File: src/rtl/sop_alu_pkg.sv
// Package: shared operation codes and control bundle for the single-operand ALU.
// Assumes the 4-bit code is already reduced from the instruction word.
package sop_alu_pkg;

    localparam int unsigned OP_W = 4;

    typedef enum logic [OP_W-1:0] {
        OP_CLR  = 4'd0,
        OP_COM  = 4'd1,
        OP_INC  = 4'd2,
        OP_DEC  = 4'd3,
        OP_NEG  = 4'd4,
        OP_ADC  = 4'd5,
        OP_SBC  = 4'd6,
        OP_TST  = 4'd7,
        OP_ROR  = 4'd8,
        OP_ROL  = 4'd9,
        OP_ASR  = 4'd10,
        OP_ASL  = 4'd11,
        OP_RSV0 = 4'd12,
        OP_RSV1 = 4'd13,
        OP_RSV2 = 4'd14,
        OP_SXT  = 4'd15
    } sop_op_e;

    // Per-unit control outputs: write-back, V/C values and their masks.
    typedef struct packed {
        logic hit;
        logic wr;
        logic v;
        logic c;
        logic v_upd;
        logic c_upd;
    } sop_ctl_t;

endpackage

File: src/rtl/sop_alu_arith.sv
// Arithmetic/logic lane: clear, complement, inc/dec, negate, carry add/sub,
// test and sign extend. Pure combinational. Assumes BW < W.
module sop_alu_arith
    import sop_alu_pkg::*;
#(
    parameter int W  = 16,
    parameter int BW = 8
) (
    input  sop_op_e        op,
    input  logic           byte_mode,
    input  logic [W-1:0]   operand,
    input  logic           n_in,
    input  logic           c_in,
    output logic [W-1:0]   res,
    output sop_ctl_t       ctl
);
    localparam logic [W-1:0] FULL_MASK = '1;
    localparam logic [W-1:0] BYTE_MASK = {{(W-BW){1'b0}}, {BW{1'b1}}};
    localparam logic [W-1:0] W_SIGN    = W'(1) << (W-1);
    localparam logic [W-1:0] B_SIGN    = W'(1) << (BW-1);

    logic [W-1:0] msk, sgn, val, inc_v, dec_v;
    logic         val_neg;

    // Size-dependent mask, sign position and pre-computed +1/-1 values.
    always_comb begin
        msk     = byte_mode ? BYTE_MASK : FULL_MASK;
        sgn     = byte_mode ? B_SIGN : W_SIGN;
        val     = operand & msk;
        val_neg = |(val & sgn);
        inc_v   = (val + W'(1)) & msk;
        dec_v   = (val - W'(1)) & msk;
    end

    // Operation decode for this lane.
    always_comb begin
        res = '0;
        ctl = '{hit: 1'b1, wr: 1'b1, v: 1'b0, c: 1'b0, v_upd: 1'b1, c_upd: 1'b1};
        unique case (op)
            OP_CLR: begin
                res = '0;
            end
            OP_COM: begin
                res   = ~val & msk;
                ctl.c = 1'b1;
            end
            OP_INC: begin
                res       = inc_v;
                ctl.v     = (inc_v == sgn);
                ctl.c_upd = 1'b0;
            end
            OP_DEC: begin
                res       = dec_v;
                ctl.v     = (val == sgn);
                ctl.c_upd = 1'b0;
            end
            OP_NEG: begin
                res   = (~val + W'(1)) & msk;
                ctl.v = (((~val + W'(1)) & msk) == sgn);
                ctl.c = (val != '0);
            end
            OP_ADC: begin
                if (c_in) begin
                    res   = inc_v;
                    ctl.v = |(inc_v & sgn) & ~val_neg;
                    ctl.c = (inc_v == '0);
                end else begin
                    res = val;
                end
            end
            OP_SBC: begin
                if (c_in) begin
                    res   = dec_v;
                    ctl.v = val_neg & ~|(dec_v & sgn);
                    ctl.c = (dec_v == msk);
                end else begin
                    res = val;
                end
            end
            OP_TST: begin
                res    = val;
                ctl.wr = 1'b0;
            end
            OP_SXT: begin
                res       = n_in ? msk : '0;
                ctl.v_upd = 1'b0;
                ctl.c_upd = 1'b0;
            end
            default: begin
                ctl = '0;
            end
        endcase
    end
endmodule

File: src/rtl/sop_alu_shift.sv
// Shift/rotate lane: rotate right/left through carry, arithmetic right/left.
// Pure combinational; V follows N xor C of the new flags.
module sop_alu_shift
    import sop_alu_pkg::*;
#(
    parameter int W  = 16,
    parameter int BW = 8
) (
    input  sop_op_e        op,
    input  logic           byte_mode,
    input  logic [W-1:0]   operand,
    input  logic           c_in,
    output logic [W-1:0]   res,
    output sop_ctl_t       ctl
);
    localparam logic [W-1:0] FULL_MASK = '1;
    localparam logic [W-1:0] BYTE_MASK = {{(W-BW){1'b0}}, {BW{1'b1}}};
    localparam logic [W-1:0] W_SIGN    = W'(1) << (W-1);
    localparam logic [W-1:0] B_SIGN    = W'(1) << (BW-1);

    logic [W-1:0] msk, sgn, val;
    logic         out_bit;

    // Size-dependent mask and sign position.
    always_comb begin
        msk = byte_mode ? BYTE_MASK : FULL_MASK;
        sgn = byte_mode ? B_SIGN : W_SIGN;
        val = operand & msk;
    end

    // Shift decode, carry-out capture and V rule.
    always_comb begin
        res     = '0;
        out_bit = 1'b0;
        ctl     = '{hit: 1'b1, wr: 1'b1, v: 1'b0, c: 1'b0, v_upd: 1'b1, c_upd: 1'b1};
        unique case (op)
            OP_ROR: begin
                out_bit = val[0];
                res     = (val >> 1) | (c_in ? sgn : '0);
            end
            OP_ROL: begin
                out_bit = |(val & sgn);
                res     = ((val << 1) | W'(c_in)) & msk;
            end
            OP_ASR: begin
                out_bit = val[0];
                res     = (val >> 1) | (val & sgn);
            end
            OP_ASL: begin
                out_bit = |(val & sgn);
                res     = (val << 1) & msk;
            end
            default: begin
                ctl = '0;
            end
        endcase
        if (ctl.hit) begin
            ctl.c = out_bit;
            ctl.v = |(res & sgn) ^ out_bit;
        end
    end
endmodule

File: src/rtl/sop_alu_flags.sv
// Flag stage: chooses the active lane, derives N and Z from the limited
// result, and forms the four update masks. Combinational.
module sop_alu_flags
    import sop_alu_pkg::*;
#(
    parameter int W  = 16,
    parameter int BW = 8
) (
    input  sop_op_e        op,
    input  logic           byte_mode,
    input  logic           n_in,
    input  logic           c_in,
    input  logic [W-1:0]   ar_res,
    input  sop_ctl_t       ar_ctl,
    input  logic [W-1:0]   sh_res,
    input  sop_ctl_t       sh_ctl,
    output logic [W-1:0]   res,
    output logic           wr,
    output logic [3:0]     nzvc,
    output logic [3:0]     upd
);
    sop_ctl_t     sel;
    logic         sign_bit;
    logic         is_sxt;

    // Lane select: the shift lane claims its codes, else the arith lane.
    always_comb begin
        sel = sh_ctl.hit ? sh_ctl : ar_ctl;
        res = sh_ctl.hit ? sh_res : ar_res;
        wr  = sel.hit & sel.wr;
    end

    // Flag values and masks ordered {N, Z, V, C}.
    always_comb begin
        is_sxt   = (op == OP_SXT);
        sign_bit = byte_mode ? res[BW-1] : res[W-1];
        upd[3]   = sel.hit & ~is_sxt;
        upd[2]   = sel.hit;
        upd[1]   = sel.hit & sel.v_upd;
        upd[0]   = sel.hit & sel.c_upd;
        nzvc[3]  = upd[3] ? sign_bit : n_in;
        nzvc[2]  = upd[2] ? (is_sxt ? ~n_in : (res == '0)) : 1'b0;
        nzvc[1]  = upd[1] ? sel.v : 1'b0;
        nzvc[0]  = upd[0] ? sel.c : c_in;
    end
endmodule

File: src/rtl/sop_alu_unit.sv
// Top: single-operand ALU with condition codes. Registers every output one
// cycle after in_valid. Assumes operand upper byte is ignored in byte mode.
module sop_alu_unit
    import sop_alu_pkg::*;
#(
    parameter int W  = 16,
    parameter int BW = 8
) (
    input  logic           clk,
    input  logic           rst_n,
    input  logic           in_valid,
    input  logic [3:0]     op_sel,
    input  logic           byte_mode,
    input  logic [W-1:0]   operand,
    input  logic           n_in,
    input  logic           c_in,
    output logic           out_valid,
    output logic [W-1:0]   result,
    output logic           wr_en,
    output logic           n_out,
    output logic           z_out,
    output logic           v_out,
    output logic           c_out,
    output logic           n_upd,
    output logic           z_upd,
    output logic           v_upd,
    output logic           c_upd
);
    sop_op_e      op;
    logic [W-1:0] ar_res, sh_res, nx_res;
    sop_ctl_t     ar_ctl, sh_ctl;
    logic         nx_wr;
    logic [3:0]   nx_nzvc, nx_upd;

    assign op = sop_op_e'(op_sel);

    sop_alu_arith #(.W(W), .BW(BW)) u_arith (
        .op(op), .byte_mode(byte_mode), .operand(operand),
        .n_in(n_in), .c_in(c_in), .res(ar_res), .ctl(ar_ctl)
    );

    sop_alu_shift #(.W(W), .BW(BW)) u_shift (
        .op(op), .byte_mode(byte_mode), .operand(operand),
        .c_in(c_in), .res(sh_res), .ctl(sh_ctl)
    );

    sop_alu_flags #(.W(W), .BW(BW)) u_flags (
        .op(op), .byte_mode(byte_mode), .n_in(n_in), .c_in(c_in),
        .ar_res(ar_res), .ar_ctl(ar_ctl), .sh_res(sh_res), .sh_ctl(sh_ctl),
        .res(nx_res), .wr(nx_wr), .nzvc(nx_nzvc), .upd(nx_upd)
    );

    // Output register: capture on strobe, clear on reset.
    always_ff @(posedge clk) begin
        if (!rst_n) begin
            out_valid <= 1'b0;
            result    <= '0;
            wr_en     <= 1'b0;
            {n_out, z_out, v_out, c_out} <= 4'b0;
            {n_upd, z_upd, v_upd, c_upd} <= 4'b0;
        end else begin
            out_valid <= in_valid;
            if (in_valid) begin
                result <= nx_res;
                wr_en  <= nx_wr;
                {n_out, z_out, v_out, c_out} <= nx_nzvc;
                {n_upd, z_upd, v_upd, c_upd} <= nx_upd;
            end
        end
    end
endmodule

File: config.mk
export PLATFORM = sky130hd
export DESIGN_NAME = sop_alu_unit
export DESIGN_NICKNAME = d
export VERILOG_FILES = /design/src/rtl/sop_alu_pkg.sv /design/src/rtl/sop_alu_arith.sv /design/src/rtl/sop_alu_shift.sv /design/src/rtl/sop_alu_flags.sv /design/src/rtl/sop_alu_unit.sv
export SDC_FILE = /design/constraint.sdc
export NUM_CORES = 1
export LEC_CHECK = 0
export ABC_CLOCK_PERIOD_IN_PS = 3250
export BUFFER_PORTS_ARGS = -buffer_cell sky130_fd_sc_hd__buf_2
export CAP_MARGIN = 30
export CORE_MARGIN = 5
export CORE_UTILIZATION = 40
export DETAILED_ROUTE_END_ITERATION = 12
export SLEW_MARGIN = 15
export SYNTH_ARGS = -nofsm -noshare
export SYNTH_HDL_FRONTEND = slang
export SYNTH_SLANG_ARGS = --single-unit
File: constraint.sdc
create_clock -name clk -period 3.25 [get_ports clk]
set_input_delay 0.65 -clock clk [delete_from_list [all_inputs] [get_ports clk]]
set_output_delay 0.65 -clock clk [all_outputs]
set_load 0.005 [all_outputs]
-- After elaboration in Yosys (flattened, before gate mapping)
Cells that the tools add are included.
- $add $sub $neg: 3
- equal/unequal tests: 16
- multiplexer cells: 26
- bitwise logic cells: 25
- reduce and logical (&&, ||, !) cells: 16
- operators by type and width (kind ; number):
    $and 16x16->16 ; 11
    $pmux 16 s8 ; 1
    $mux 16 ; 7
    $eq 16x16->1 ; 4
    $pmux 16 s4 ; 1
    $reduce_or 16->1 ; 4
    $add 16x1->16 const B ; 2
    $logic_not 16->1 ; 2
    $or 15x16->16 ; 2
    $eq 4x4->1 const B ; 5
    $eq 4x3->1 const B ; 4
    $not 16->16 ; 1
    $or 16x1->16 ; 1
    $reduce_bool 16->1 ; 1
    $reduce_or 8->1 ; 2
    $sub 16x1->16 const B ; 1
    $mux 6 ; 2
    $mux 1 ; 10
    $reduce_or 9->1 ; 1
    $eq 4x2->1 const B ; 2
    $and 1x1->1 ; 6
    $reduce_or 6->1 ; 1
    $pmux 1 s5 ; 1
    $eq 4x1->1 const B ; 1
    9 further kinds ; 13
- flip-flop bits (word level): 26
- input port bits: 26
- output and inout bits: 26
- word-level logic and storage cells: 97

-- Logic depth before layout (Yosys ltp)
Gate-level depths: netlist of run 1.
- depth after elaboration: 13
- mapped depth: 11
- gate-level depth less buffers: 9

-- Modules after synthesis
Synthesis of run 1 repeated with hierarchy kept, for this count alone.
- cell total of the unflattened synthesis: 599
- area total of the unflattened synthesis: 4386.7 sq um
- by module, submodules not included (module ; times used ; cells an instance ; area an instance (sq um) ; sequential area each (sq um)):
    sop_alu_arith ; 1 ; 409 ; 2571.2 ; 0.0
    sop_alu_unit ; 1 ; 82 ; 992.2 ; 520.5
    sop_alu_flags ; 1 ; 53 ; 414.1 ; 0.0
    sop_alu_shift ; 1 ; 55 ; 409.1 ; 0.0

-- Least setup slack after synthesis of run 1
No wires, ideal clock.
- path type: input to register
- start: input port operand[1]
- end: register z_out
- library setup time: 0.096 ns
- arrival time: 2.970 ns
- required time: 3.154 ns
- path slack: 0.184 ns
- cell stages on the path: 10
- buffers on the path: 1
- path through: clkbuf_1 > inv_1 > ha_1 > or3b_4 > nor3_2 > mux2i_1 > or4_1 > a21oi_1 > nand4_1 > o41ai_2
- longest elaborated chain between the ends: 9
- elaborated cells between the ends (all ways): 23
- classes of those cells: 3 x add/sub; 7 x mux; 12 x bitwise; 1 x reduce/logical
- RTL lines (element ; RTL line ; RTL):
    from (decl) ; sop_alu_unit.sv:14 ; input logic [W-1:0] operand,
    $and 16x16->16 * ; sop_alu_arith.sv:29, sop_alu_shift.sv:28 ;
    $sub 16x1->16, or another cell as far along ; sop_alu_arith.sv:32 ; dec_v = (val - W'(1)) & msk;
    $and 16x16->16, or another cell as far along ; sop_alu_arith.sv:32 ;
    $mux 16, or another cell as far along ; sop_alu_arith.sv:72 ; if (c_in) begin
    $pmux 16 s8 ; sop_alu_arith.sv:39 ; unique case (op)
    $mux 16 * ; sop_alu_flags.sv:29 ; res = sh_ctl.hit ? sh_res : ar_res;
    $logic_not 16->1 * ; sop_alu_flags.sv:42 ; nzvc[2] = upd[2] ? (is_sxt ? ~n_in : (res == '0)) : 1'b0;
    $mux 1 * (2 in series) ; sop_alu_flags.sv:42 ;
    to (signal assigned) ; sop_alu_unit.sv:66 ; {n_out, z_out, v_out, c_out} <= nx_nzvc;
    to (decl) ; sop_alu_unit.sv:21 ; output logic z_out,
Mark *: on every way between the ends. The rest lies on a longest branch, timed or not.
A chain may end at the register's enable or synchronous reset.

-- Worst setup path after layout of run 1
Ends and elaborated chain as after synthesis.

==> summary.md, run 1 <==
| Metric | Value |
|---|---|
| Number of flip-flops in the largest register | 16 |
| Mapped Avg Cell Area | approximately 7 sq um |
| Total Routing Usage GR | 0.2986 |
| Aggregate negative setup slack | 0 ns |
| CTS Buf Count | 3 |
| Vias/cell | around 6.5 |
| Unique masters post-synth | between 80 and 90 |
| Global-route congestion overflow total | 0 |
| Largest Register | result |
| Worst reg-to-reg setup slack | around 2.1 ns |
| Die Y | around 110 um |
| GR met1 Demand/Resource | 0.4101 |
| Post-synthesis instance total | approximately 600 |
| Source of the worst register-to-register timing path | v_out |
| Commonest cells after routing, fill and taps aside | sky130_fd_sc_hd__buf_4, sky130_fd_sc_hd__nor2_1, sky130_fd_sc_hd__buf_2, sky130_fd_sc_hd__nand2_1, sky130_fd_sc_hd__o21ai_0 |
| Final hold vios | 0 |
| Clk_skew | 0 ns |
| Critical register-to-register path endpoint | v_out |
| Total power divided by cell area | 221.2 nW/um^2 |
| Rows | 36 |
| Share of the synthesized area in the top cell type | 0.1276 |
| Non-Filler Instances | 798 |
| Starting Density | 0.4136 |
| CTS Hold Buffers Added | 0 |
| Number of cells traversed by the worst hold path | 2 |
| Synth async-reset ratio | 0 |
| Area of the core | a little under 10000 sq um |
| Worst-Margin Slew | between 0.8 and 0.9 ns |
| Number of warnings reported in the yosys synthesis log | 0 |
| Post-Place Cell Area | 4872 sq um |
| Final count of pins violating max slew | 0 |
| Clock insertion delay at the later pin of the skew report | between 0.2 and 0.3 ns |
| Most used routing layer in global routing | met2 |
| Cells along the critical path | buf_2, inv_1, ha_1, buf_4, inv_1, a221oi_1, a211oi_1, o31a_1, nor3_1, nand4_1, o41ai_2 |
| Clock transition time at the flip-flop clock pins of the worst setup and hold paths | around 0.090 ns |
| Worst EP arrival | between 3 and 4 ns |
| Nets in the synthesized netlist | between 600 and 700 |
| Biggest cell delay along the critical path | about 0.41 ns |
| Worst hold path class | flop to flop |
| R2R depth | 4 |
| Portion of the post-synthesis area used by sequential elements | 0.1276 |
| Fraction of layout instances using a drive strength above 1 | 0.2481 |
| Die Footprint | about 12000 sq um |
| Met3 global-route usage | 0.05786 |
| Port bufs | 51 |
| Diode count | 0 |
| Final #Nets | roughly 700 |
| DRT iter0 DRCs | between 500 and 600 |
| Result of the run | completed |
| Data required time of the critical path | around 3.4 ns |
| Detailed-route DRC error count | 0 |
| Post-cts repair resize count | 0 |
| Number of sinks driven by the clock tree | 26 |
| Power, Total | 1.087 mW |
| Detailed placer's ending HPWL | 14660 um |
| Leak Pwr | between 1.5 and 2 nW |
| Worst setup path class | primary input to flop |
| Root buffer cell | sky130_fd_sc_hd__clkbuf_8 |
| Unrepaired setup endpoints after global routing | false |
| Most used flip-flop cell after synthesis | sky130_fd_sc_hd__dfxtp_1 |
| Final clock period utilization by the worst path | 0.9087 |
| Worst Setup End Kind | flop |
| Worst min-delay path startpoint | v_upd |
| Dominant cell type by area after synthesis | sky130_fd_sc_hd__dfxtp_1 |
| First-pass iteration count of the detailed router | 5 |
| Clock tree from TritonCTS | done |
| Number of global-route vias before repair | between 4k and 5k |
| Number of ports placed on the die boundary | 52 |
| Total setup buffers inserted after CTS | 0 |
| Met2 usage in global routing | 0.4644 |
| Die Wd | approximately 110 um |
| Ranking of synthesized cells by area | sky130_fd_sc_hd__dfxtp_1, sky130_fd_sc_hd__mux2i_1, sky130_fd_sc_hd__nor2_1, sky130_fd_sc_hd__o21ai_0, sky130_fd_sc_hd__clkbuf_1 |
| Routability congestion estimate from global placement | just under 1 |
| Number of synthesized register bits | 26 |
| Final cell area excluding filler cells | approximately 5000 sq um |
| CP most frequent cell | sky130_fd_sc_hd__inv_1 |
| Total setup violations reported at the end of the flow | 0 |
| Number of max-cap violations | 0 |
| Util after Layout | 0.4981 |
| Antenna violations before repair | 0 |
| Most common cell after layout, fill and taps aside | sky130_fd_sc_hd__buf_4 |
| Routed wire length per instance | 23.81 um |
| Maximum root-to-sink buffer count | 2 |
| Worst min-delay path endpoint | v_upd |
| Startpoint types | primary input |
| Number of flops mapped to enable cells by yosys | 0 |
| Wire length of the first global-routing pass | slightly below 30000 um |
| Cell count after placement | just under 800 |
| Detailed-route via count | about 5.2k |
| Aggregate routed wire length | roughly 19000 um |
| Netlist Area Pre-Place | approximately 4100 sq um |
| Highest net fanout along the worst path | 9 |
| Worst max-slew margin expressed relative to the limit | 0.4552 |
| H-tree levels | 1 |
| Antenna-violating nets left | 0 |
| IR Drop Worst-Case VDD | approximately 0.00019 V |
| Timing-limited maximum frequency | between 300 and 400 MHz |
| Clock period minus worst slack | ~3 ns |
| Layout Area Growth over Synthesis | 20.42% |
| Largest net degree at the start of global routing | 36 |
| Crit-path slowest cell | sky130_fd_sc_hd__a221oi_1 |
==> per-stage QoR <==
stage	setup slack, ns	hold WS (ns)
6_report	0.2967	0.4626
2_1_floorplan	0.1842	0.4576
3_5_place_dp	0.07090	0.4468
4_1_cts	0.3648	0.4678
3_3_place_gp	0.1450	0.4445
5_1_grt	0.1093	0.4993
==> cells in the mapped netlist (all sizes together), types with 6 or more instances <==
library cell	n
and2	7
nand2	40
nor3	34
nand3	14
o21ai	40
nor2b	9
dfxtp	26
nor2	58
o211ai	6
o221ai	9
a211oi	14
a31oi	15
mux2i	26
o21a	6
or3	8
clkbuf	48
nand4	12
buf	18
nand2b	16
inv	15
mux2	6
nor4	16
a21oi	28
xnor2	12
==> cells by family after synthesis <==
family	share of synthesized area
xor+xnor	0.03649
fa+ha+maj	0.01165
buf+inv	0.08157
flops	0.1276
compound gates	0.3186
simple gates	0.3382
mux	0.08586
==> where the power goes <==
group	switching, mW	total, mW	internal (mW)
Sequential	0.0104	0.351	0.340
Combinational	0.340	0.555	0.215
Clock	0.0983	0.181	0.0832
Total	0.449	1.09	0.638
==> how the worst max path moves through the flow <==
stage                     startpoint     to  depth (start not counted)
after global routing      operand[1]  z_out                         11
after detailed placement  operand[1]  z_out                         10
after CTS                 operand[1]  z_out                         10
after floorplan           operand[1]  z_out                         10
after global placement    operand[1]  z_out                         10
final                     operand[1]  z_out                         11
==> worst max-delay path, delay by kind of cell <==
kind                       cells  cell delay (ns)
buffers and inverters          4             0.53
AOI/OAI and AO/OA              4             1.26
adders and majority gates      1             0.24
and+or+nand+nor                2             0.46
==> per-layer routing <==
metal | part of all wire | vias to the layer above | wire [um]
met3 | 0.096 | 55 | 1826
met1 | 0.42 | 2455 | 8055
met2 | 0.44 | 301 | 8284
met4 | 0.044 | 0 | 833
met5 | 0 | - | 0
li1 | - | 2399 | -
==> area by class of cell <==
class / instances / area [sq um]
clock buffer: 3 / 41.29
fill: 1010 / 4951
inverter: 17 / 63.81
multi-input combinational: 487 / 3233
sequential: 26 / 520.5
tap: 133 / 166.4
timing repair buffer: 132 / 888.4
Power figures use the tool's default switching activity.
==> run 2: changes to the inputs <==
--- a/config.mk
+++ b/config.mk
@@ -5,6 +5,7 @@
 export SDC_FILE = /design/constraint.sdc
 export NUM_CORES = 1
 export LEC_CHECK = 0
+export ABC_AREA = 1
 export ABC_CLOCK_PERIOD_IN_PS = 3250
 export BUFFER_PORTS_ARGS = -buffer_cell sky130_fd_sc_hd__buf_2
 export CAP_MARGIN = 30
==> run 2 against run 1 <==
  * Non-clock buffer count fell by 63
  * Hold slack got worse by 0.0091 ns
  * Wire length fell by 17%
  * Total power fell by 10%
  * Sequential power barely moved
  * Sequential share of layout area rose by 2.1 points
  * Critical path depth rose by 6
  * Area after synthesis fell by 11%
  * Global-route usage fell by 2.3 points
  * Cell count rose by 6.8%
  * Critical endpoint unchanged
==> summary.md, run 2 <==
| Metric | Value |
|---|---|
| Final clock period utilization by the worst path | 0.8744 (-0.03436) |
| Detailed-route DRC error count | 0 (unchanged) |
| Clock transition time at the flip-flop clock pins of the worst setup and hold paths | 0.09 ns (about the same) |
| Number of flip-flops in the largest register | 16 (unchanged) |
| Root buffer cell | sky130_fd_sc_hd__clkbuf_8 |
| Share of the synthesized area in the top cell type | 0.2503 (+0.1227) |
| Startpoint types | primary input |
| Synth async-reset ratio | 0 (unchanged) |
| Highest net fanout along the worst path | 8 (-1) |
| Clock period minus worst slack | 2.842 ns (-0.1117 ns) |
| Mapped Avg Cell Area | 5.238 sq um (-23%) |
| Total setup violations reported at the end of the flow | 0 (unchanged) |
| Most common cell in the netlist | sky130_fd_sc_hd__nand2_1 |
| Antenna violations before repair | 0 (unchanged) |
| Number of warnings reported in the yosys synthesis log | 0 (unchanged) |
| Number of global-route vias before repair | 4729 (-3.8%) |
| Detailed placer's ending HPWL | 12320 um (-16%) |
| Util after Layout | 0.4667 (-0.03136) |
| Unrepaired setup endpoints after global routing | false |
| CTS Buf Count | 3 (unchanged) |
| Total setup buffers inserted after CTS | 0 (unchanged) |
| Clock tree from TritonCTS | done |
| Portion of the post-synthesis area used by sequential elements | 0.1434 (+0.01583) |
| Starting Density | 0.4142 (+0.0005694) |
| Fin Hold WS | 0.4535 ns (-0.009142 ns) |
| Final-layout fill cell count | 1020 (+0.99%) |
| Fraction of layout instances using a drive strength above 1 | 0.1384 (-0.1097) |
| Final count of pins violating max slew | 0 (unchanged) |
| Unique masters post-synth | 42 (-51%) |
| Number of synthesized register bits | 26 (unchanged) |
| Global-route congestion overflow total | 0 (unchanged) |
| Dominant cell type by area after synthesis | sky130_fd_sc_hd__nand2_1 |
| Final #Nets | 774 (+11%) |
| Die Wd | 105.3 um (-5.2%) |
| IR Drop Worst-Case VDD | 0.0001607 V (-15%) |
| H-tree levels | 1 (unchanged) |
| Post-synthesis instance total | 693 (+16%) |
| Largest net degree at the start of global routing | 35 (-2.8%) |
| Port bufs | 51 (unchanged) |
| Leak Pwr | 2.139 nW (+12%) |
| Worst Setup End Kind | flop |
| Die Y | 105.3 um (-5.2%) |
| Cells along the critical path | buf_2, inv_1, ha_1, nand2_1, nor2_1, nand2_1, nand3_1, nand3_1, nor3_1, nand3_1, nor2_1, nand2_1, nor2_1, nand2_1, nand2_1, nand2_1, nand2_1 |
| Number of max-cap violations | 0 (unchanged) |
| CTS Hold Buffers Added | 0 (unchanged) |
| Most used flip-flop cell after synthesis | sky130_fd_sc_hd__dfxtp_1 |
| Antenna-violating nets left | 0 (unchanged) |
| Commonest cells after routing, fill and taps aside | sky130_fd_sc_hd__nand2_1, sky130_fd_sc_hd__nor2_1, sky130_fd_sc_hd__nand3_1, sky130_fd_sc_hd__inv_1, sky130_fd_sc_hd__o21ai_0 |
| Flip-flop and latch area | 520.5 sq um (unchanged) |
| Vias/cell | 5.941 (-9.0%) |
| Clk_skew | 0 ns (unchanged) |
| Power, Total | 0.9782 mW (-10%) |
| Netlist Area Pre-Place | 3630 sq um (-11%) |
| Worst setup path class | primary input to flop |
| Number of flops mapped to enable cells by yosys | 0 (unchanged) |
| Die Footprint | 11080 sq um (-10%) |
| Detailed-route via count | 5062 (-2.8%) |
| Aggregate routed wire length | 15680 um (-17%) |
| Clock insertion delay at the later pin of the skew report | 0.27 ns (about the same) |
| Multi-input combinational cell area | 2731 sq um (-16%) |
| Worst hold path class | flop to flop |
| Biggest cell delay along the critical path | 0.43 ns (+0.02 ns) |
| Routed wire length per instance | 18.41 um (-23%) |
| Result of the run | completed |
| Area of the core | 8763 sq um (-11%) |
| Worst-Margin Slew | 0.6775 ns (-0.1295 ns) |
| DRT iter0 DRCs | 512 (-15%) |
| Nets in the synthesized netlist | 722 (+16%) |
| Ranking of synthesized cells by area | sky130_fd_sc_hd__nand2_1, sky130_fd_sc_hd__dfxtp_1, sky130_fd_sc_hd__nand3_1, sky130_fd_sc_hd__nor2_1, sky130_fd_sc_hd__o21ai_0 |
| Rows | 34 (-5.6%) |
| CP most frequent cell | sky130_fd_sc_hd__nand2_1 |
| Leading cell types by count after synthesis | sky130_fd_sc_hd__nand2_1, sky130_fd_sc_hd__nor2_1, sky130_fd_sc_hd__nand3_1 |
| Routability congestion estimate from global placement | 1.002 (+1.2%) |
| Total Routing Usage GR | 0.2754 (-0.02320) |
| First-pass iteration count of the detailed router | 6 (+1) |
| Worst EP arrival | 3.06 ns (-0.08 ns) |
| Largest Register | result |
| Timing-limited maximum frequency | 351.9 MHz (+3.9%) |
| Layout Area Growth over Synthesis | 12.69% |
| Number of sinks driven by the clock tree | 26 (unchanged) |
| Most common cell after layout, fill and taps aside | sky130_fd_sc_hd__nand2_1 |
| Crit-path slowest cell | sky130_fd_sc_hd__nor3_1 |
| Diode count | 0 (unchanged) |
| Data required time of the critical path | 3.47 ns (+0.03 ns) |
| Final hold vios | 0 (unchanged) |
| Wire length of the first global-routing pass | 25070 um (-15%) |
| Total power divided by cell area | 239.2 nW/um^2 (+8.1%) |
| Worst max-slew margin expressed relative to the limit | 0.5467 (+0.09150) |
| Post-cts repair resize count | 0 (unchanged) |
| Aggregate negative setup slack | 0 ns (unchanged) |
| Critical path's top delay family | simple AND/OR/NAND/NOR gates |
| Number of ports placed on the die boundary | 52 (unchanged) |
| Number of buffer and inverter instances along the worst setup path | 2 (-2) |
| Maximum root-to-sink buffer count | 2 (unchanged) |
-- run 2: path summary, 6_finish.rpt --
check / slack (ns) / cells after the start / from / end
hold reg to reg: 0.45 / 2 / c_out / c_out
hold / removal: 0.45 / 2 / c_out / c_out
setup / recovery: 0.41 / 17 / operand[1] / z_out
setup reg to reg: 2.60 / 2 / result[2] / result[2]
-- run 2: per-stage QoR --
stage / std cells / worst slack (ns) / cell area, sq um
floorplan: 693 / 1.013 / 3630
global placement: 848 / 0.2666 / 4035
detailed placement: 848 / 0.2500 / 4035
CTS: 852 / 0.5473 / 4090
global route: 852 / 0.2623 / 4090
finish: 852 / 0.4084 / 4090
-- run 2: per-layer routing --
metal  GRT usage  up-vias  wire, um  part of all wire
met1      0.3741     2285      6351              0.40
met4      0.1096        0       723             0.046
met2      0.4415      325      7085              0.45
met5           0        -         0                 0
li1            -     2397         -                 -
met3     0.03423       55      1524             0.097
-- run 2: cells by family after synthesis --
group / count (synthesis) / share of synthesized area
and+or+nand+nor: 453 / 0.5429
xor gates and xnor gates: 7 / 0.01689
adders and majority gates: 3 / 0.01034
AOI/OAI and AO/OA: 113 / 0.1796
muxes: 1 / 0.002758
DFF: 26 / 0.1434
buffers and inverters: 90 / 0.1041
-- run 2: area by class of cell --
class | instances | share of cell area
well taps | 108 | 0.03304
clock buffers | 4 | 0.01346
inverters | 68 | 0.06302
multi-input cells | 577 | 0.6678
repair buffers | 69 | 0.09544
flip-flops and latches | 26 | 0.1273
-- run 2: report_power, final --
group,internal [mW],switching [mW]
registers,0.339,0.00957
logic,0.129,0.290
clock network,0.108,0.102
total,0.576,0.402
-- run 2: worst min-delay path, delay by kind of cell, from the launching register on --
kind,cells,cell delay (ns)
flip-flops,1,0.32
AND/OR/NAND/NOR,2,0.11
==> run 3: changes to the inputs <==
--- a/config.mk
+++ b/config.mk
@@ -9,10 +9,14 @@
 export ABC_CLOCK_PERIOD_IN_PS = 3250
 export BUFFER_PORTS_ARGS = -buffer_cell sky130_fd_sc_hd__buf_2
 export CAP_MARGIN = 30
+export CELL_PAD_IN_SITES_DETAIL_PLACEMENT = 0
+export CELL_PAD_IN_SITES_GLOBAL_PLACEMENT = 2
 export CORE_MARGIN = 5
-export CORE_UTILIZATION = 40
+export CORE_UTILIZATION = 27
 export DETAILED_ROUTE_END_ITERATION = 12
+export PLACE_DENSITY_LB_ADDON = 0.1
 export SLEW_MARGIN = 15
 export SYNTH_ARGS = -nofsm -noshare
 export SYNTH_HDL_FRONTEND = slang
+export SYNTH_HIERARCHICAL = 1
 export SYNTH_SLANG_ARGS = --single-unit
==> run 3 against run 2 <==
  * Fmax decreased by 3.4%
  * Cell count increased by 32%
  * Total power increased by 31%
  * Hold slack improved by 0.014 ns
  * Sequential share of layout area decreased by 3.0 points
  * Final area increased by 30%
  * Non-clock buffer count increased by 54
  * Utilization decreased by 13 points
  * Sequential cell count unchanged
  * Critical endpoint unchanged
  * Die area increased by 69%
  * Highest routed layer unchanged
==> summary.md, run 3 <==
| Metric | Value |
|---|---|
| Result of the run | completed |
| Util after Layout | 0.3368 (-0.1300) |
| Number of buffer and inverter instances along the worst setup path | 3 (+1) |
| Clock tree from TritonCTS | done |
| Met1 Wirelength | 9255 um (+46%) |
| Final-layout fill cell count | 1846 (+81%) |
| Top routing layer in use | met4 |
| Maximum root-to-sink buffer count | 2 (unchanged) |
| Post-synthesis instance total | 812 (+17%) |
| Most common cell in the netlist | sky130_fd_sc_hd__nand2_1 |
| Flip-flop and latch area | 520.5 sq um (unchanged) |
| Number of warnings reported in the yosys synthesis log | 6 (+6) |
| Fraction of layout instances using a drive strength above 1 | 0.2274 (+0.08893) |
| Final cell area excluding filler cells | 5330 sq um (+30%) |
| Portion of the post-synthesis area used by sequential elements | 0.1201 (-0.02331) |
| Aggregate routed wire length | 19760 um (+26%) |
| Most used flip-flop cell after synthesis | sky130_fd_sc_hd__dfxtp_1 |
| H-tree levels | 1 (unchanged) |
| Clock network fraction of total power | 0.279 (+0.063) |
| Final hold vios | 0 (unchanged) |
| Clk_skew | 0 ns (unchanged) |
| Synth Area in Adders | 0.008661 (-0.001681) |
| DRT iter0 DRCs | 372 (-27%) |
| Post-Place Cell Area | 5145 sq um (+28%) |
| Number of global-route vias before repair | 5391 (+14%) |
| Fraction of synthesized area in multiplexers | 0 (-0.002758) |
| Synth async-reset ratio | 0 (unchanged) |
| Crit-path slowest cell | sky130_fd_sc_hd__buf_2 |
| Critical path's top delay family | simple AND/OR/NAND/NOR gates |
| Vias/cell | 5.044 (-15%) |
| Ranking of synthesized cells by area | sky130_fd_sc_hd__nand2_1, sky130_fd_sc_hd__dfxtp_1, sky130_fd_sc_hd__nor2_1, sky130_fd_sc_hd__inv_1, sky130_fd_sc_hd__o21ai_0 |
| Number of sinks driven by the clock tree | 26 (unchanged) |
| Detailed-route via count | 5659 (+12%) |
| Share of the synthesized area in the top cell type | 0.2304 (-0.01989) |
| Area share of xor/xnor cells in the synthesized design | 0.01184 (-0.005055) |
| Worst reg-to-reg setup slack | 2.63 ns (+0.03 ns) |
| Leak Pwr | 2.779 nW (+30%) |
| CTS Hold Buffers Added | 0 (unchanged) |
| Biggest cell delay along the critical path | 0.20 ns (-0.23 ns) |
| Flop pwr share | 0.274 (-0.082) |
| Net switching share of the total power | 0.3861 (-0.02523) |
| Highest net fanout along the worst path | 8 (unchanged) |
| Clock transition time at the flip-flop clock pins of the worst setup and hold paths | 0.07 ns (-0.02 ns) |
| Cell internal power dissipation | 0.7870 mW (+37%) |
| Net switching power | 0.4949 mW (+23%) |
| Detailed placer's ending HPWL | 16100 um (+31%) |
| Leading cell types by count after synthesis | sky130_fd_sc_hd__nand2_1, sky130_fd_sc_hd__nor2_1, sky130_fd_sc_hd__inv_1 |
| Clock insertion delay at the later pin of the skew report | 0.26 ns (about the same) |
| Total Routing Usage GR | 0.2098 (-0.06562) |
| First-pass iteration count of the detailed router | 6 (unchanged) |
| Die Wd | 136.7 um (+30%) |
| Compound-Gate Fraction of Synth Area | 0.1651 (-0.01447) |
| Root buffer cell | sky130_fd_sc_hd__clkbuf_16 |
| Netlist Area Pre-Place | 4334 sq um (+19%) |
| Worst hold path class | flop to flop |
| Worst setup path class | primary input to flop |
| Met2 Routed Length | 8855 um (+25%) |
| Commonest cells after routing, fill and taps aside | sky130_fd_sc_hd__nand2_1, sky130_fd_sc_hd__nor2_1, sky130_fd_sc_hd__inv_1, sky130_fd_sc_hd__buf_4, sky130_fd_sc_hd__buf_2 |
| IR Drop Worst-Case VDD | 0.0001949 V (+21%) |
| Startpoint types | primary input |
| Wire length of the first global-routing pass | 30260 um (+21%) |
| Total setup violations reported at the end of the flow | 0 (unchanged) |
| Number of ports placed on the die boundary | 52 (unchanged) |
| Critical register-to-register path endpoint | z_out |
| Post-synthesis simple-gate area fraction | 0.5393 (-0.003655) |
| Unrepaired setup endpoints after global routing | false |
| Die Footprint | 18690 sq um (+69%) |
| Combinational group share of total power | 0.447 (+0.019) |
| Layout Area Growth over Synthesis | 22.98% |
| Port bufs | 51 (unchanged) |
| Cells along the critical path | buf_2, ha_1, nand2_1, nor2_4, buf_12, nand2_1, nor2_1, nand3b_1, o21ai_0, a21oi_1, nand4_1, nand2_1, nand2_2, nor2_1, nand2_1, nor2_1, nand2_1, a21oi_2, inv_1, nand2_1, nand2_1, nor2_1 |
| Worst-Margin Slew | 0.8729 ns (+0.1954 ns) |
| Final clock period utilization by the worst path | 0.9051 (+0.03079) |
| Nets in the synthesized netlist | 841 (+16%) |
| Dominant combinational cell family by area after synthesis | simple AND/OR/NAND/NOR gates |
| Met3 WL | 1387 um (-9.0%) |
| Routability congestion estimate from global placement | 1.008 (+0.60%) |
| Antenna violations before repair | 0 (unchanged) |
| Number of flip-flops in the largest register | 16 (unchanged) |
| Number of synthesized register bits | 26 (unchanged) |
| Area of the core | 15830 sq um (+81%) |
| Source of the worst register-to-register timing path | z_out |
| Data required time of the critical path | 3.45 ns (-0.02 ns) |
| Most common cell after layout, fill and taps aside | sky130_fd_sc_hd__nand2_1 |
| Largest Register | result |
| Final count of pins violating max slew | 0 (unchanged) |
| Clock period minus worst slack | 2.942 ns (+0.1001 ns) |
| Launch point of the critical path | operand[1] |
| Worst Setup End Kind | flop |
| Mapped Avg Cell Area | 5.338 sq um (+1.9%) |
| Rows | 46 (+35%) |
| Total power divided by cell area | 240.5 nW/um^2 (+0.56%) |
| Starting Density | 0.2738 (-0.1404) |
| Diode count | 0 (unchanged) |
| Stages on worst setup path | 22 (+5) |
| Number of max-cap violations | 0 (unchanged) |
| Number of flops mapped to enable cells by yosys | 0 (unchanged) |
| Largest net degree at the start of global routing | 52 (+49%) |
| Unique masters post-synth | 46 (+9.5%) |
| Destination of the critical timing path | z_out |
| Detailed-route DRC error count | 0 (unchanged) |
| Worst EP arrival | 3.15 ns (+0.09 ns) |
| Dominant cell type by area after synthesis | sky130_fd_sc_hd__nand2_1 |
| CTS Buf Count | 3 (unchanged) |
| Antenna-violating nets left | 0 (unchanged) |
| CP most frequent cell | sky130_fd_sc_hd__nand2_1 |
| Routed wire length per instance | 17.61 um (-4.3%) |
| Timing-limited maximum frequency | 339.9 MHz (-3.4%) |
| Final #Nets | 936 (+21%) |
| R2R depth | 2 (unchanged) |
| Worst max-slew margin expressed relative to the limit | 0.4181 (-0.1286) |
| Multi-input combinational cell area | 3167 sq um (+16%) |
| Global-route congestion overflow total | 0 (unchanged) |
| Die Y | 136.7 um (+30%) |
run 3: changes by cell type after synthesis, moves of 10 or more:
cell                      change
sky130_fd_sc_hd__buf_6       +12
sky130_fd_sc_hd__inv_1       +28
sky130_fd_sc_hd__inv_2       +10
sky130_fd_sc_hd__nand2_1     +24
sky130_fd_sc_hd__nand2_2     +17
sky130_fd_sc_hd__nand3_1     -24
sky130_fd_sc_hd__nor2_1      +41
run 3: worst min-delay path by stage:
stage / to / cells after the start / from
floorplan: c_out / 2 / c_out
global placement: result[9] / 2 / result[9]
detailed placement: result[8] / 2 / result[8]
CTS: n_out / 2 / n_out
global route: n_out / 2 / n_out
finish: n_out / 2 / n_out
run 3: per-stage QoR:
step | TNS (ns) | worst slack, ns | std cells | hold slack (ns) | total power [mW]
after floorplan | 0 | 0.7148 | 812 | 0.4661 | 0.7054
after global placement | -0.1726 | -0.1726 | 1114 | 0.4533 | 0.9290
after detailed placement | -0.1392 | -0.1392 | 1114 | 0.4593 | 0.9243
after CTS | 0 | 0.1533 | 1118 | 0.4710 | 1.290
after global routing | 0 | 0.001656 | 1122 | 0.4893 | 1.376
final | 0 | 0.3083 | 1122 | 0.4677 | 1.282
run 3: power by group through the flow:
stage / registers [mW] / logic [mW] / clock network, mW
after floorplan: 0.361 / 0.344 / 0
after global placement: 0.358 / 0.571 / 0
after detailed placement: 0.358 / 0.566 / 0
after CTS: 0.351 / 0.568 / 0.372
after global routing: 0.354 / 0.639 / 0.383
final: 0.351 / 0.574 / 0.358
run 3: what timing repair did:
item / in CTS / in global routing
resized for setup: 0 / 5
setup buffers: 0 / 4
endpoints found under the setup margin: 0 / 1
run 3: final cells by class:
| type | count | area share |
|---|---|---|
| Sequential cell | 26 | 0.09765 |
| Multi-Input combinational cell | 648 | 0.5941 |
| Inverter | 105 | 0.07441 |
| Tap cell | 216 | 0.05070 |
| Timing Repair Buffer | 123 | 0.1634 |
| Clock buffer | 3 | 0.01408 |
| Clock inverter | 1 | 0.005634 |
run 3: cell families (layout without fill, tap and decap cells):
family | Yosys count | after routing
buffers and inverters | 138 | 232
flip-flops | 26 | 26
adder cells (fa/ha/maj) | 3 | 3
AND/OR/NAND/NOR | 523 | 523
XOR/XNOR | 5 | 5
AO/OA/AOI/OAI | 117 | 117
run 3: worst register-to-register path, cell delays in order (launching register included):
cell and delay [ns]:
sky130_fd_sc_hd__dfxtp_1 0.39, sky130_fd_sc_hd__nor2_1 0.05, sky130_fd_sc_hd__nor2_1 0.12
run 3: layer usage:
layer,up-vias,GRT usage
met5,-,0
met2,213,0.3404
met1,2616,0.2954
met3,27,0.03750
met4,0,0.03247
li1,2803,-
